--- src/rtl/fieldTimingPkg.sv ---
package fieldTimingPkg;
  typedef struct packed {
    logic clear;
    logic incr;
  } ctrlStrobes_t;
endpackage

--- src/rtl/fieldCtrl.sv ---
module fieldCtrl
  import fieldTimingPkg::*;
(
  input  logic halfTick,
  input  logic vReset,
  input  logic atLast,
  output ctrlStrobes_t strobes
);
  always_comb begin
    strobes.clear = vReset | (halfTick & atLast);
    strobes.incr  = halfTick & ~vReset & ~atLast;
  end
endmodule

--- src/rtl/fieldDatapath.sv ---
module fieldDatapath
  import fieldTimingPkg::*;
#(
  parameter int HALF_LINES   = 441,
  parameter int SLOT_W       = 8,
  parameter int EQ_COUNT     = 4,
  parameter int BROAD_COUNT  = 8,
  parameter int BLANK_HALVES = 58,
  parameter int BROAD_LOW    = 102,
  parameter int EQ_WIDTH     = 13
) (
  input  logic              clk,
  input  logic              rstN,
  input  ctrlStrobes_t      strobes,
  input  logic [SLOT_W-1:0] slotPos,
  input  logic              hSync,
  input  logic              hBlank,
  input  logic              eqEnable,
  output logic              atLast,
  output logic              vSync,
  output logic              vBlank,
  output logic              vDrive,
  output logic              compSync,
  output logic              compBlank
);
  localparam int CNT_W      = $clog2(HALF_LINES);
  localparam int HS_W       = SLOT_W - 1;
  localparam int BROAD_FIRST = EQ_COUNT;
  localparam int BROAD_LAST  = EQ_COUNT + BROAD_COUNT - 1;
  localparam int DRIVE_LAST  = 2 * EQ_COUNT + BROAD_COUNT - 1;

  logic [CNT_W-1:0] halfIdx;
  logic [HS_W-1:0]  halfSlot;
  logic             inBroad;
  logic             inEqZone;
  logic             broadPulse;
  logic             eqPulse;

  always_ff @(posedge clk) begin
    if (!rstN)              halfIdx <= '0;
    else if (strobes.clear) halfIdx <= '0;
    else if (strobes.incr)  halfIdx <= halfIdx + 1'b1;
  end

  assign atLast   = (halfIdx == CNT_W'(HALF_LINES - 1));
  assign halfSlot = slotPos[HS_W-1:0];

  always_comb begin
    inBroad    = (halfIdx >= CNT_W'(BROAD_FIRST)) && (halfIdx <= CNT_W'(BROAD_LAST));
    vDrive     = (halfIdx <= CNT_W'(DRIVE_LAST));
    vBlank     = (halfIdx <= CNT_W'(BLANK_HALVES - 1));
    vSync      = inBroad;
    inEqZone   = vDrive && !inBroad;
    broadPulse = (halfSlot < HS_W'(BROAD_LOW));
    eqPulse    = (halfSlot < HS_W'(EQ_WIDTH));
  end

  always_comb begin
    if (inBroad)                   compSync = broadPulse;
    else if (inEqZone && eqEnable) compSync = eqPulse;
    else                           compSync = hSync;
    compBlank = hBlank | vBlank;
  end
endmodule

--- src/rtl/fieldTimingGen.sv ---
module fieldTimingGen
  import fieldTimingPkg::*;
#(
  parameter int HALF_LINES   = 441,
  parameter int SLOT_W       = 8,
  parameter int EQ_COUNT     = 4,
  parameter int BROAD_COUNT  = 8,
  parameter int BLANK_HALVES = 58,
  parameter int BROAD_LOW    = 102,
  parameter int EQ_WIDTH     = 13
) (
  input  logic              clk,
  input  logic              rstN,
  input  logic              halfTick,
  input  logic [SLOT_W-1:0] slotPos,
  input  logic              hSync,
  input  logic              hBlank,
  input  logic              vReset,
  input  logic              eqEnable,
  output logic              vSync,
  output logic              vBlank,
  output logic              vDrive,
  output logic              compSync,
  output logic              compBlank
);
  ctrlStrobes_t strobes;
  logic         atLast;

  fieldCtrl u_ctrl (
    .halfTick (halfTick),
    .vReset   (vReset),
    .atLast   (atLast),
    .strobes  (strobes)
  );

  fieldDatapath #(
    .HALF_LINES   (HALF_LINES),
    .SLOT_W       (SLOT_W),
    .EQ_COUNT     (EQ_COUNT),
    .BROAD_COUNT  (BROAD_COUNT),
    .BLANK_HALVES (BLANK_HALVES),
    .BROAD_LOW    (BROAD_LOW),
    .EQ_WIDTH     (EQ_WIDTH)
  ) u_dp (
    .clk       (clk),
    .rstN      (rstN),
    .strobes   (strobes),
    .slotPos   (slotPos),
    .hSync     (hSync),
    .hBlank    (hBlank),
    .eqEnable  (eqEnable),
    .atLast    (atLast),
    .vSync     (vSync),
    .vBlank    (vBlank),
    .vDrive    (vDrive),
    .compSync  (compSync),
    .compBlank (compBlank)
  );
endmodule

--- config.mk ---
export PLATFORM = sky130hd
export DESIGN_NAME = fieldTimingGen
export DESIGN_NICKNAME = d
export VERILOG_FILES = /design/src/rtl/fieldTimingPkg.sv /design/src/rtl/fieldCtrl.sv /design/src/rtl/fieldDatapath.sv /design/src/rtl/fieldTimingGen.sv
export SDC_FILE = /design/constraint.sdc
export NUM_CORES = 1
export LEC_CHECK = 0
export BUFFER_PORTS_ARGS = -buffer_cell sky130_fd_sc_hd__buf_2
export CORE_MARGIN = 2
export CORE_UTILIZATION = 48
export DETAILED_ROUTE_END_ITERATION = 8
export HOLD_SLACK_MARGIN = 0.08
export MAX_ROUTING_LAYER = met4
export PLACE_DENSITY = 0.78
export SLEW_MARGIN = 20
export SYNTH_ARGS = -nofsm -noshare
export SYNTH_HDL_FRONTEND = slang
export SYNTH_SLANG_ARGS = --single-unit
--- constraint.sdc ---
create_clock -name clk -period 1.9 [get_ports clk]
set_input_delay 0.19 -clock clk [delete_from_list [all_inputs] [get_ports clk]]
set_output_delay 0.19 -clock clk [all_outputs]
set_load 0.02 [all_outputs]
== Yosys cells after proc, flatten, opt, wreduce, memory -nomap -nowiden ==
Cells that the tools add are included.
Cells by class
  $add $sub $neg: 1
  order comparisons: 6
  equality and inequality tests: 1
  mux-type cells: 2
  bitwise operators: 8
  reductions and logical operators: 5
Operators by type and width (number)
  $le 9x4->1 const B: 2
  $add 9x1->9 const B: 1
  $eq 9x9->1 const B: 1
  $ge 9x3->1 const B: 1
  $le 9x6->1 const B: 1
  $lt 7x4->1 const B: 1
  $lt 7x7->1 const B: 1
  $and 1x1->1: 3
  $logic_and 1x1->1: 3
  $not 1->1: 3
  $mux 1: 2
  $or 1x1->1: 2
  $reduce_or 2->1: 1
  $logic_not 1->1: 1
Word-level totals
  register bits after elaboration: 9
  input bits: 15
  output and inout bits: 5

== Longest topological paths before layout ==
  depth in word-level cells: 7
  mapped depth: 6
  mapped depth without buffers: 6

== Cells and area by module ==
A second synthesis with hierarchy kept.
Unflattened totals
  cell total of the unflattened synthesis: 73
  area total of the unflattened synthesis: 634.4 µm²
Modules (own cells, without submodules)
  fieldDatapath: instances 1, cells each 71, area an instance 614.3 µm², sequential area each 180.2 µm²
  fieldCtrl: instances 1, cells each 2, area an instance 20.0 µm², sequential area each 0.0 µm²

== Worst setup path after synthesis ==
Ideal clock, no wire load.
  kind: reg2out
  start: register u_dp.halfIdx[0]
  end: output compSync
  arrival: 1.713 ns
  required time: 1.710 ns
  path slack: -0.003 ns
  cell stages (with the launch flop): 6
  buffers on the path: 0
  path through: dfxtp_1 -> ha_1 -> nand4bb_4 -> nand3b_1 -> a21oi_2 -> mux2i_1
On the way
  longest elaborated chain between the ends: 7
RTL lines
  start, declared: RTL line fieldDatapath.sv:32  | logic [CNT_W-1:0] halfIdx;
  start signal, assigned: RTL line fieldDatapath.sv:42  | else if (strobes.incr) halfIdx <= halfIdx + 1'b1;
  $ge 9x3->1 / $le 9x4->1 (equally long branches): RTL line fieldDatapath.sv:49  | inBroad = (halfIdx >= CNT_W'(BROAD_FIRST)) && (halfIdx <= CNT_W'(BROAD_LAST));
  $logic_and 1x1->1 *: RTL line fieldDatapath.sv:49
  named net vSync: RTL line fieldTimingGen.sv:20  | output logic vSync,
  $logic_not 1->1: RTL line fieldDatapath.sv:53  | inEqZone = vDrive && !inBroad;
  $logic_and 1x1->1: RTL line fieldDatapath.sv:53
  $logic_and 1x1->1: RTL line fieldDatapath.sv:60  | else if (inEqZone && eqEnable) compSync = eqPulse;
  $mux 1: RTL line fieldDatapath.sv:60
  $mux 1 *: RTL line fieldDatapath.sv:59  | if (inBroad) compSync = broadPulse;
  end, declared: RTL line fieldTimingGen.sv:23  | output logic compSync,
Mark *: on every way through the listed nets, which the timed path passes. The rest lies on a longest branch.

== Final worst setup path ==
  start: register u_dp.halfIdx[1]
  end: output compSync
On the way
  longest elaborated chain between the ends: 7
RTL lines (RTL line)
  $ge 9x3->1 / $le 9x4->1 (equally long branches): fieldDatapath.sv:49
  $logic_and 1x1->1: fieldDatapath.sv:49
  $logic_not 1->1: fieldDatapath.sv:53
  $logic_and 1x1->1: fieldDatapath.sv:53
  $logic_and 1x1->1: fieldDatapath.sv:60
  $mux 1: fieldDatapath.sv:60
  $mux 1 *: fieldDatapath.sv:59
Mark *: on every way between the ends. The rest lies on a longest branch, timed or not.

==> out/qor.txt <==
global route overflow -> 0
Power Dens Cells -> 474 nW/µm²
switching pwr -> 0.0877 mW
fraction of registers with async set/reset -> 0%
Final Skew -> 0.00148 ns
ratio of cells with drive above 1 in the final layout -> 39.8%
Yosys top cell area share -> 28.7%
Post-Synth XOR/XNOR Area -> 9.78%
# DRC -> 0
Synth area leaders -> dfxtp_1, nor2_1, ha_1
Inserted Clock Buffers -> 3
Avg Inst Size Synth -> 8.36 µm²
DPL Wire Length -> 955 µm
antenna-violating nets left -> 0
Flop pwr share -> 49.8%
Boundary Pins -> 20
core area -> 1250 µm²
Sum Neg Setup Slack -> 0 ns
Fmax -> 543 MHz
CTS Sinks -> 9
Final Setup Violations -> 0
status -> completed
Netlist Area Pre-Place -> 627 µm²
Inserted Diodes -> 0
Clock Pin Slew Worst Setup and Hold Paths -> 0.06 ns
Via density -> 5.27
CTS Buffer Depth -> 2
Leak Pwr -> 0.313 nW
Final Hold Fails -> 0
vias in the first global route -> 499
Seq/Total Area, Yosys -> 28.7%
synth warn -> 0
Area Overhead vs Synth -> 29.7%
initial core utilization -> 50.0%
syn nets -> 93
Seq cells post-synth -> 9
WL per Instance -> 11.2 µm
Row Count -> 13
largest net degree at the start of global routing -> 11
critical path class -> flip-flop to output pin
Adder-Cell Fraction of Synth Area -> 5.99%
Vias -> 595
Switching Share -> 22.7%
Post-Place Cell Area -> 744 µm²
Worst Max-Slew Pin Slew -> 0.303 ns
clock root buffer -> clkbuf_4
maxcap violations -> 0
RSZ-0062 raised after global routing -> yes
Clk Latency, worst-skew pair -> 0.25 ns
Worst slew margin -> 79.8%
Netlist cell types -> 32
first-pass GRT wire length -> 1820 µm
min Tclk post-route -> 1.84 ns
CTS tree -> built
initial antenna violation count -> 0
synth cell count leaders -> nor2_1, dfxtp_1, nand2_1
nets@finish -> 117
top flop regs -> u_dp.halfIdx: 9 flops
Reg-to-Reg Start -> u_dp.halfIdx[0]
First DRT Iteration DRCs -> 12
Top reg by flops -> u_dp.halfIdx
count leader, synth -> nor2_1
Logic pwr share -> 13.3%
Die Span X -> 40.1 µm
Synth Area in Simple Gates -> 37.7%
max FFs per register -> 9
Chip Height -> 40.1 µm
CP Launch Type -> flip-flop
count of input and output buffers -> 18
drt total wl -> 1270 µm
largest family of logic cells by synthesized area -> simple AND/OR/NAND/NOR gates
Crit. Startpoint -> u_dp.halfIdx[1]
Fill cells -> 109
crit-path max FO -> 3
CTS Hold Bufs -> 0
RePlAce Congestion -> 0.777
top_reg_cell synth -> dfxtp_1
area leader, netlist -> dfxtp_1
H-tree Lvls -> 1
Die ar. -> 1610 µm²
required time worst endpoint -> 1.71 ns
Total GRT Usage -> 17.5%
cell area after layout -> 813 µm²
Slew Limit Fails -> 0
CP endpoint kind -> output pin
crit path DAT -> 1.65 ns
Final period util -> 96.9%
Peak VDD IR -> 0.370 mV
DRT Pass-1 Iters -> 4
HP Class -> input pin to flip-flop
Synth Area in Compound Gates -> 11.8%
worst hold start -> rstN
mux cell area share after synthesis -> 3.19%
synthesized instance count -> 75
EDFF count, synth -> 0
Clock power frac -> 36.9%
Pint -> 0.298 mW
-- final cells by class --
type | instances | area [µm²] | area share (%)
flip-flops and latches | 9 | 183 | 22.5
clock buffers | 4 | 26.3 | 3.23
inverters | 2 | 7.51 | 0.923
repair buffers | 21 | 121 | 14.9
multi-input cells | 62 | 457 | 56.2
well taps | 15 | 18.8 | 2.31
-- power groups by stage --
stage	clock (mW)	sequential, mW	combinational, mW
floorplan	0	0.197	0.0234
global placement	0	0.195	0.0479
detailed placement	0	0.195	0.0493
CTS	0.149	0.191	0.0503
global route	0.154	0.192	0.0561
finish	0.142	0.192	0.0514
-- final timing paths --
| kind | slack (ns) | depth (start not counted) | end |
|---|---|---|---|
| max | 0.06 | 6 | compSync |
| min | 0.19 | 3 | u_dp.halfIdx[1] |
| max reg2reg | 0.44 | 7 | u_dp.halfIdx[2] |
| min reg2reg | 0.58 | 2 | u_dp.halfIdx[5] |
-- placed cells by master (no fill, tap or decap), drive strengths merged, types with 3 or more instances in the layout --
cell,instances
clkbuf,4
nand2,8
ha,3
buf,21
nand4,3
dfxtp,9
nor2,13
nor3,3
xor2,4
xnor2,3
-- repair_timing --
action                                  4_1_cts  5_1_grt
gates resized for setup                       2        9
pin swaps                                     1        5
endpoints found under the setup margin        1        2
buffers inserted                              0        1
-- cell families (layout without fill, tap and decap cells) --
group / count (synthesis) / in the layout
adders and majority gates: 3 / 3
and+or+nand+nor: 41 / 41
xor gates and xnor gates: 7 / 7
buffers and inverters: 4 / 27
muxes: 2 / 2
AOI/OAI and AO/OA: 9 / 9
DFF: 9 / 9
-- worst max-delay path, cell delays in order (launching register included) --
cell	delay, ns
dfxtp_2	0.34
ha_4	0.16
nand4bb_4	0.20
o2111ai_2	0.23
mux2i_1	0.23
mux2i_2	0.09
buf_4	0.16
-- through the flow --
stage	hold WS, ns	setup WS [ns]	util (%)	cells	power (mW)
2_1_floorplan	0.327	0.0574	-	75	0.221
3_3_place_gp	0.462	0.209	59.4	108	0.243
3_5_place_dp	0.470	0.187	59.4	108	0.244
4_1_cts	0.199	0.00894	62.2	112	0.390
5_1_grt	0.200	-0.0206	64.9	113	0.402
6_report	0.192	0.0596	64.9	113	0.386
-- layer usage --
| metal | global-route usage [%] | vias up | share of wire [%] |
|---|---|---|---|
| met5 | - | - | 0 |
| met4 | 7.76 | 0 | 0.79 |
| met3 | 3.33 | 2 | 6.3 |
| met2 | 31.9 | 20 | 49 |
| met1 | 18.0 | 257 | 44 |
| li1 | - | 316 | - |
(Power assumes the default switching activity.)
